===== config.mk =====
export PLATFORM = sky130hd
export DESIGN_NAME = trig_intc
export DESIGN_NICKNAME = d
export VERILOG_FILES = /design/src/rtl/trig_intc_pkg.sv /design/src/rtl/intc_cfg_regs.sv /design/src/rtl/intc_trigger.sv /design/src/rtl/intc_pending.sv /design/src/rtl/intc_out_drive.sv /design/src/rtl/trig_intc.sv
export SDC_FILE = /design/constraint.sdc
export NUM_CORES = 1
export LEC_CHECK = 0
export BUFFER_PORTS_ARGS = -buffer_cell sky130_fd_sc_hd__buf_2
export CORE_MARGIN = 2
export CORE_UTILIZATION = 59
export DETAILED_ROUTE_END_ITERATION = 6
export MAX_ROUTING_LAYER = met4
export PLACE_DENSITY = 0.8
export SLEW_MARGIN = 40
export SYNTH_ARGS = -nofsm -noshare
export SYNTH_HDL_FRONTEND = slang
export SYNTH_HIERARCHICAL = 1
export SYNTH_SLANG_ARGS = --single-unit

===== constraint.sdc =====
create_clock -name clk -period 3.4 [get_ports clk]
set_input_delay 0.68 -clock clk [delete_from_list [all_inputs] [get_ports clk]]
set_output_delay 0.68 -clock clk [all_outputs]
set_load 0.05 [all_outputs]

===== src/rtl/trig_intc_pkg.sv =====
package trig_intc_pkg;

    localparam logic [31:0] OFF_ENABLE = 32'h00;
    localparam logic [31:0] OFF_PEND   = 32'h04;
    localparam logic [31:0] OFF_SMODE  = 32'h08;
    localparam logic [31:0] OFF_SPOL   = 32'h0C;
    localparam logic [31:0] OFF_OMODE  = 32'h10;
    localparam logic [31:0] OFF_OPOL   = 32'h14;
    localparam logic [31:0] OFF_FORCE  = 32'h18;

    // Per-source trigger kind, encoded as {mode, polarity}
    typedef enum logic [1:0] {
        TRIG_LEVEL_LOW  = 2'b00,
        TRIG_LEVEL_HIGH = 2'b01,
        TRIG_EDGE_FALL  = 2'b10,
        TRIG_EDGE_RISE  = 2'b11
    } trig_t;

    typedef enum logic [2:0] {
        RID_ENABLE, RID_PEND, RID_SMODE, RID_SPOL,
        RID_OMODE, RID_OPOL, RID_FORCE, RID_NONE
    } reg_id_t;

    typedef struct packed {
        logic pulse_mode;   // 1: one-clock pulse, 0: level
        logic active_high;  // 1: active-high, 0: active-low
    } out_cfg_t;

    function automatic reg_id_t decode_off(input logic [31:0] off);
        case (off)
            OFF_ENABLE: return RID_ENABLE;
            OFF_PEND:   return RID_PEND;
            OFF_SMODE:  return RID_SMODE;
            OFF_SPOL:   return RID_SPOL;
            OFF_OMODE:  return RID_OMODE;
            OFF_OPOL:   return RID_OPOL;
            OFF_FORCE:  return RID_FORCE;
            default:    return RID_NONE;
        endcase
    endfunction

    function automatic logic src_hit(input trig_t kind, input logic now, input logic prev);
        case (kind)
            TRIG_EDGE_RISE:  return now & ~prev;
            TRIG_EDGE_FALL:  return ~now & prev;
            TRIG_LEVEL_HIGH: return now;
            default:         return ~now;
        endcase
    endfunction

endpackage


===== src/rtl/intc_cfg_regs.sv =====
module intc_cfg_regs
    import trig_intc_pkg::*;
#(
    parameter int NSRC = 32
) (
    input  logic            clk,
    input  logic            rst,
    input  logic            wr_en,
    input  reg_id_t         rid,
    input  logic [31:0]     wr_data,
    output logic [NSRC-1:0] en_q,
    output logic [NSRC-1:0] smode_q,
    output logic [NSRC-1:0] spol_q,
    output out_cfg_t        ocfg_q
);

    always_ff @(posedge clk) begin
        if (rst) begin
            en_q    <= '0;
            smode_q <= '0;
            spol_q  <= '0;
            ocfg_q  <= '0;
        end else if (wr_en) begin
            case (rid)
                RID_ENABLE: en_q               <= wr_data[NSRC-1:0];
                RID_SMODE:  smode_q            <= wr_data[NSRC-1:0];
                RID_SPOL:   spol_q             <= wr_data[NSRC-1:0];
                RID_OMODE:  ocfg_q.pulse_mode  <= wr_data[0];
                RID_OPOL:   ocfg_q.active_high <= wr_data[0];
                default: ;
            endcase
        end
    end

endmodule


===== src/rtl/intc_trigger.sv =====
module intc_trigger
    import trig_intc_pkg::*;
#(
    parameter int NSRC = 32
) (
    input  logic            clk,
    input  logic [NSRC-1:0] src_in,
    input  logic [NSRC-1:0] smode,
    input  logic [NSRC-1:0] spol,
    output logic [NSRC-1:0] hit
);

    // Previous-edge copy of the inputs; loaded during reset too so that
    // edge comparison is meaningful from the first cycle after reset.
    logic [NSRC-1:0] src_q;

    always_ff @(posedge clk) begin
        src_q <= src_in;
    end

    for (genvar g = 0; g < NSRC; g++) begin : g_src
        assign hit[g] = src_hit(trig_t'({smode[g], spol[g]}), src_in[g], src_q[g]);
    end

endmodule


===== src/rtl/intc_pending.sv =====
module intc_pending #(
    parameter int NSRC = 32
) (
    input  logic            clk,
    input  logic            rst,
    input  logic [NSRC-1:0] set_vec,
    input  logic [NSRC-1:0] clr_vec,
    output logic [NSRC-1:0] pend_q
);

    // Setting wins over clearing in the same cycle
    always_ff @(posedge clk) begin
        if (rst) pend_q <= '0;
        else     pend_q <= (pend_q & ~clr_vec) | set_vec;
    end

endmodule


===== src/rtl/intc_out_drive.sv =====
module intc_out_drive
    import trig_intc_pkg::*;
#(
    parameter int NSRC = 32
) (
    input  logic            clk,
    input  logic            rst,
    input  logic [NSRC-1:0] pend,
    input  logic [NSRC-1:0] en,
    input  out_cfg_t        ocfg,
    output logic            irq_out
);

    logic [NSRC-1:0] masked;
    logic [NSRC-1:0] masked_q;
    logic            fresh;
    logic            active;

    assign masked = pend & en;

    always_ff @(posedge clk) begin
        if (rst) masked_q <= '0;
        else     masked_q <= masked;
    end

    assign fresh   = |(masked & ~masked_q);
    assign active  = ocfg.pulse_mode ? fresh : |masked;
    assign irq_out = ocfg.active_high ? active : ~active;

endmodule


===== src/rtl/trig_intc.sv =====
module trig_intc
    import trig_intc_pkg::*;
#(
    parameter int NSRC = 32,
    parameter int AW   = 8
) (
    input  logic            clk,
    input  logic            rst,
    input  logic            wr_en,
    input  logic [AW-1:0]   addr,
    input  logic [31:0]     wr_data,
    output logic [31:0]     rd_data,
    input  logic [NSRC-1:0] src_in,
    output logic            irq_out
);

    reg_id_t         rid;
    logic [NSRC-1:0] en_q;
    logic [NSRC-1:0] smode_q;
    logic [NSRC-1:0] spol_q;
    out_cfg_t        ocfg_q;
    logic [NSRC-1:0] hit;
    logic [NSRC-1:0] force_vec;
    logic [NSRC-1:0] clr_vec;
    logic [NSRC-1:0] pend_q;

    assign rid       = decode_off(32'(addr));
    assign clr_vec   = (wr_en && rid == RID_PEND)  ? wr_data[NSRC-1:0] : '0;
    assign force_vec = (wr_en && rid == RID_FORCE) ? wr_data[NSRC-1:0] : '0;

    intc_cfg_regs #(.NSRC(NSRC)) u_cfg (
        .clk     (clk),
        .rst     (rst),
        .wr_en   (wr_en),
        .rid     (rid),
        .wr_data (wr_data),
        .en_q    (en_q),
        .smode_q (smode_q),
        .spol_q  (spol_q),
        .ocfg_q  (ocfg_q)
    );

    intc_trigger #(.NSRC(NSRC)) u_trig (
        .clk    (clk),
        .src_in (src_in),
        .smode  (smode_q),
        .spol   (spol_q),
        .hit    (hit)
    );

    intc_pending #(.NSRC(NSRC)) u_pend (
        .clk     (clk),
        .rst     (rst),
        .set_vec (hit | force_vec),
        .clr_vec (clr_vec),
        .pend_q  (pend_q)
    );

    intc_out_drive #(.NSRC(NSRC)) u_out (
        .clk     (clk),
        .rst     (rst),
        .pend    (pend_q),
        .en      (en_q),
        .ocfg    (ocfg_q),
        .irq_out (irq_out)
    );

    always_comb begin
        rd_data = '0;
        case (rid)
            RID_ENABLE: rd_data = 32'(en_q);
            RID_PEND:   rd_data = 32'(pend_q);
            RID_SMODE:  rd_data = 32'(smode_q);
            RID_SPOL:   rd_data = 32'(spol_q);
            RID_OMODE:  rd_data = {31'd0, ocfg_q.pulse_mode};
            RID_OPOL:   rd_data = {31'd0, ocfg_q.active_high};
            default:    rd_data = '0;
        endcase
    end

endmodule


# After elaboration in Yosys (flattened, before gate mapping)
# Index checks and enable logic that the tools add are counted.
[classes] n_eq_ne=108 muxes=38 bitwise_logic=136 reduce_logical=11
[ops] op="32-bit one-hot mux with 6 select lines" n=1
[ops] op="2-bit == test, second input constant" n=64
[ops] op="32-bit AND" n=3
[ops] op="1-bit one-hot mux with 3 select lines" n=32
[ops] op="1-bit inverter" n=65
[ops] op="1-bit AND" n=64
[ops] op="2-bit by 1-bit == test with 1-bit output, second input constant" n=32
[ops] op="32-bit 2-to-1 mux" n=2
[ops] op="32-bit inverter" n=2
[ops] op="32-bit bitwise OR" n=2
[ops] op="32-bit OR reduction" n=2
[ops] op="8-bit by 5-bit == test with 1-bit output, second input constant" n=3
[ops] op="3-bit one-hot mux with 7 select lines" n=1
[ops] op="8-bit by 4-bit == test with 1-bit output, second input constant" n=2
[ops] op="2-bit AND reduction" n=5
[ops] op="3-bit == test, second input constant" n=3
[ops] op="8-bit by 3-bit == test with 1-bit output, second input constant" n=1
[ops] op="8-bit zero test" n=1
[ops] op="3-bit by 2-bit == test with 1-bit output, second input constant" n=2
[ops] op="3-bit by 1-bit == test with 1-bit output, second input constant" n=1
[ops] op="3-bit zero test" n=1
[ops] op="1-bit logical AND" n=2
[ops] op="1-bit 2-to-1 mux" n=2
[word_totals] reg_bits=194 inputBits=75 output_inout_bits=33 word_cells=301

# Longest topological paths before layout
[depth] depth_word=8 ltp_mapped=9 mapped_depth_nobuf=5

# Modules after synthesis
# Netlist, hierarchy kept.
[modules_own_cells] module="intc_cfg_regs" n_inst=1 cells_each=357 area_per_inst_um2=3955.0 seq_area_each_um2=1961.9
[modules_own_cells] module="trig_intc" n_inst=1 cells_each=202 area_per_inst_um2=1599.0 seq_area_each_um2=0.0
[modules_own_cells] module="intc_trigger" n_inst=1 cells_each=159 area_per_inst_um2=1477.7 seq_area_each_um2=640.6
[modules_own_cells] module="intc_out_drive" n_inst=1 cells_each=153 area_per_inst_um2=1301.2 seq_area_each_um2=640.6
[modules_own_cells] module="intc_pending" n_inst=1 cells_each=131 area_per_inst_um2=1154.9 seq_area_each_um2=640.6

# Worst setup path before layout
# Ideal clock, no wire load.
[synth_path] kind="input to output" start="in addr[1]" end="out rd_data[11]" t_arrival_ps=2401 t_required_ps=2720 setup_slack_ps=319 stages=5 path_buffers=2 path_cell_list="or4_4 -> buf_6 -> nor4_4 -> buf_6 -> a221o_1"
[synth_between] elab_chain_cells=4 word_cells_on_any_way=15 classes_between="11 x eq/ne; 2 x mux; 2 x reduce/logical"
[synth_lines] element="from (decl)" line_no="trig_intc.sv:10" source="input logic [AW-1:0] addr,"
[synth_lines] element="8-bit by 5-bit == test with 1-bit output (tied with other cells)" line_no="trig_intc_pkg.sv:30" source="case (off)"
[synth_lines] element="3-bit one-hot mux with 7 select lines *" line_no="trig_intc_pkg.sv:30"
[synth_lines] element="3-bit == test (tied with other cells)" line_no="trig_intc.sv:70" source="case (rid)"
[synth_lines] element="32-bit one-hot mux with 6 select lines *" line_no="trig_intc.sv:70"
[synth_lines] element="to (decl)" line_no="trig_intc.sv:12" source="output logic [31:0] rd_data,"
# Every way passes the cells marked *; elsewhere a longest branch is shown, timed or not.

# Final worst setup path
[layout_path] start="in addr[1]" end="out rd_data[5]"
# The elaborated chain is that of the path after synthesis.

==> metrics <==
outcome=finished, final reports clean; Primary FF master, synth=dfxtp_1; cts-stage hold buffer count=0; final worst path period share=0.933; main combinational cell family by area after synthesis=simple AND/OR/NAND/NOR gates; clock sink count=a little under 200; top-area cell type share of the netlist area=0.409; final setup TNS=0 ps; asr flop ratio synth=0; syn nets=roughly 1100; Nets=between 1000 and 1500; Finish-stage setup viols=0; port bufs=approximately 110; # fillers=between 1000 and 1500; GR Overflow Total=0; die area=about 17000 um^2; initial antenna violation count=0; max-cap violations=0; H-tree depth=4; Hold Crit Endpoint=u_trig/src_q[7]; CP max FO=15; Fmax achieved=315 MHz; Largest stage delay, worst path=680 ps; mux contribution to synthesized area=0.141; Final Critical Period=roughly 3200 ps; Hold Violations, Final=0; Worst Hold Launch=src_in[7]; IR drop worst, VDD=between 0.0003 and 0.0004 V; reg-to-reg endpoint=u_pend/pend_q[21]; total track usage=0.294; final core occ=0.686; delay-heaviest family, CP=simple AND/OR/NAND/NOR gates; Hold Crit Class=input pin to flip-flop; WP data required=2720 ps; vias=~7700; CP max stage cell=or4_4; first-pass GRT wire length=~38 mm; compound-gate portion of the synthesized area=0.160; Yosys cell types=47; num rows=46; Synth Warn #=6; HPWL Detailed=between 15 and 20 mm; CTS Root Cell=clkbuf_16; Seq cells post-synth=194; Crit path top cell by count=buf_2; Worst-Margin Slew=roughly 670 ps; Synth Area in Adders=0; CTS resizes=0; initial core utilization=0.599; Worst Hold Path Cells=1; ANT cells=0; reg2reg start=u_cfg/smode_q[21]; crit-path cells=buf_2 -> or4_4 -> nor4_4 -> buf_4 -> a22o_1 -> buf_2; synthesized area=9490 um^2; Antenna Nets Post-Route=0; critical path type=input pin to output port; leading area contributor after synthesis=dfxtp_1; post-synthesis cell count=about 1000; drt total wl=23.9 mm; die height=131 um; worst-skew pair later-pin latency=between 400 and 500 ps; synth top area cells=dfxtp_1, mux2i_1, nand2b_1; PD cells=between 400 and 500 nW/um^2; Synth Area in Simple Gates=0.244; buffers plus inverters on the worst setup path=3; routed len/inst=18.0 um; initial DRC count=577; Slew headroom=0.552; IO Pins=approximately 110; crit path DAT=roughly 2500 ps; global placer's final weighted congestion=a little under 0.9; Layout Skew=slightly above 8 ps; number of synthesized flops with an enable pin=0; sequential cell area=3880 um^2; RSZ-0062 raised after global routing=no; CP Depth=6; FF-to-FF path depth=5; multi-input logic area=5200 um^2; xor/xnor share of the synthesized area=0.00185; DRC violations left=0; CTS tree=yes; Clk pin slew, worst setup/hold paths=approximately 70 ps; area delta synth->final=14.5%; final non-filler cell total=around 1300; Clock Path Buffers=2; Placed Instances=~1300; Post-synth top cells=dfxtp_1, nand2b_1, mux2i_1; layout cell share with drive strength beyond 1=0.174; TritonCTS buffer count=17; DRT Pass-1 Iters=5; R2R Setup Slk=roughly 2200 ps; endpoint class of the critical path=output port; postcts setup bufs=0; vias in the first global route=a little over 7000; Startpoint Class=input pin; Seq/Total Area, Yosys=0.409; Avg Synthesized Cell Area=9.47 um^2; DIE WIDTH=between 100 and 150 um; Via density=~5.8; Max Slew Vio Count=0; Lkg Pwr=a little under 5 nW; pin count of the biggest net entering global routing=114; Core ar.=15800 um^2
-- stage by stage --
| stage | setup WS [ps] | hold WS [ps] | total power, mW | instance area, um^2 |
|---|---|---|---|---|
| 2_1_floorplan | 319 | 446 | 2.60 | 9490 |
| 3_3_place_gp | 273 | 464 | 2.72 | 10300 |
| 3_5_place_dp | 236 | 472 | 2.73 | 10300 |
| 4_1_cts | 234 | 358 | 4.74 | 10900 |
| 5_1_grt | 156 | 349 | 4.88 | 10900 |
| 6_report | 229 | 370 | 4.72 | 10900 |
-- registers in the layout, indices dropped and copies added (netlist names) --
register	cells
u_pend/pend_q	32
u_out/masked_q	32
u_trig/src_q	32
u_cfg/ocfg_q	2
u_cfg/smode_q	32
u_cfg/en_q	32
u_cfg/spol_q	32
-- per-layer routing --
metal  routed length (um)  up-vias  track usage
li1                     -     3712            -
met1                11000     3684        0.385
met2                11000      224        0.454
met3                 1380       44       0.0615
met4                  522        0       0.0995
met5                    0        -            -
-- power by group --
group          internal [mW]  switching [mW]  leakage, nW
Sequential              2.32          0.0480         1.59
Clock                   1.15           0.886        0.294
Combinational          0.147           0.168         3.04
-- worst max path at each step --
stage	startpoint	end	slack [ps]
after detailed placement	addr[1]	rd_data[16]	240
after floorplan	addr[1]	rd_data[11]	320
after CTS	addr[1]	rd_data[5]	230
final	addr[1]	rd_data[5]	230
after global placement	addr[1]	rd_data[16]	270
after global routing	addr[1]	rd_data[5]	160
-- logic make-up (layout without fill, tap and decap cells) --
family                 after synthesis  count (layout)
AND/OR/NAND/NOR                    393             393
multiplexers                       131             131
AO/OA/AOI/OAI                      194             194
buffers and inverters               88             201
flip-flops                         194             194
XOR/XNOR                             2               2
-- cells in the final DEF (no fill, tap or decap), types with 4 or more instances in the layout --
cell type,count
a21o_1,32
and2_1,34
a22o_1,40
dfxtp_1,194
nor3_1,23
o2bb2ai_1,9
nor2_1,64
a21oi_1,35
a221o_2,13
a22oi_1,11
buf_2,106
o2111ai_1,5
clkbuf_16,17
nand2_1,33
inv_1,34
a221o_1,8
nand2b_1,194
nand3b_1,16
a21boi_0,31
o22ai_1,5
mux2i_1,129
nor4_4,4
buf_4,26
nand4_1,4
-- layout make-up --
class | instances | share of cell area
inverter | 34 | 0.0117
sequential | 194 | 0.357
timing repair buffer | 135 | 0.0723
tap | 216 | 0.0249
multi-input combinational | 720 | 0.479
clock inverter | 11 | 0.0116
clock buffer | 21 | 0.0433
No activity file was read; power rests on OpenSTA's default activity.
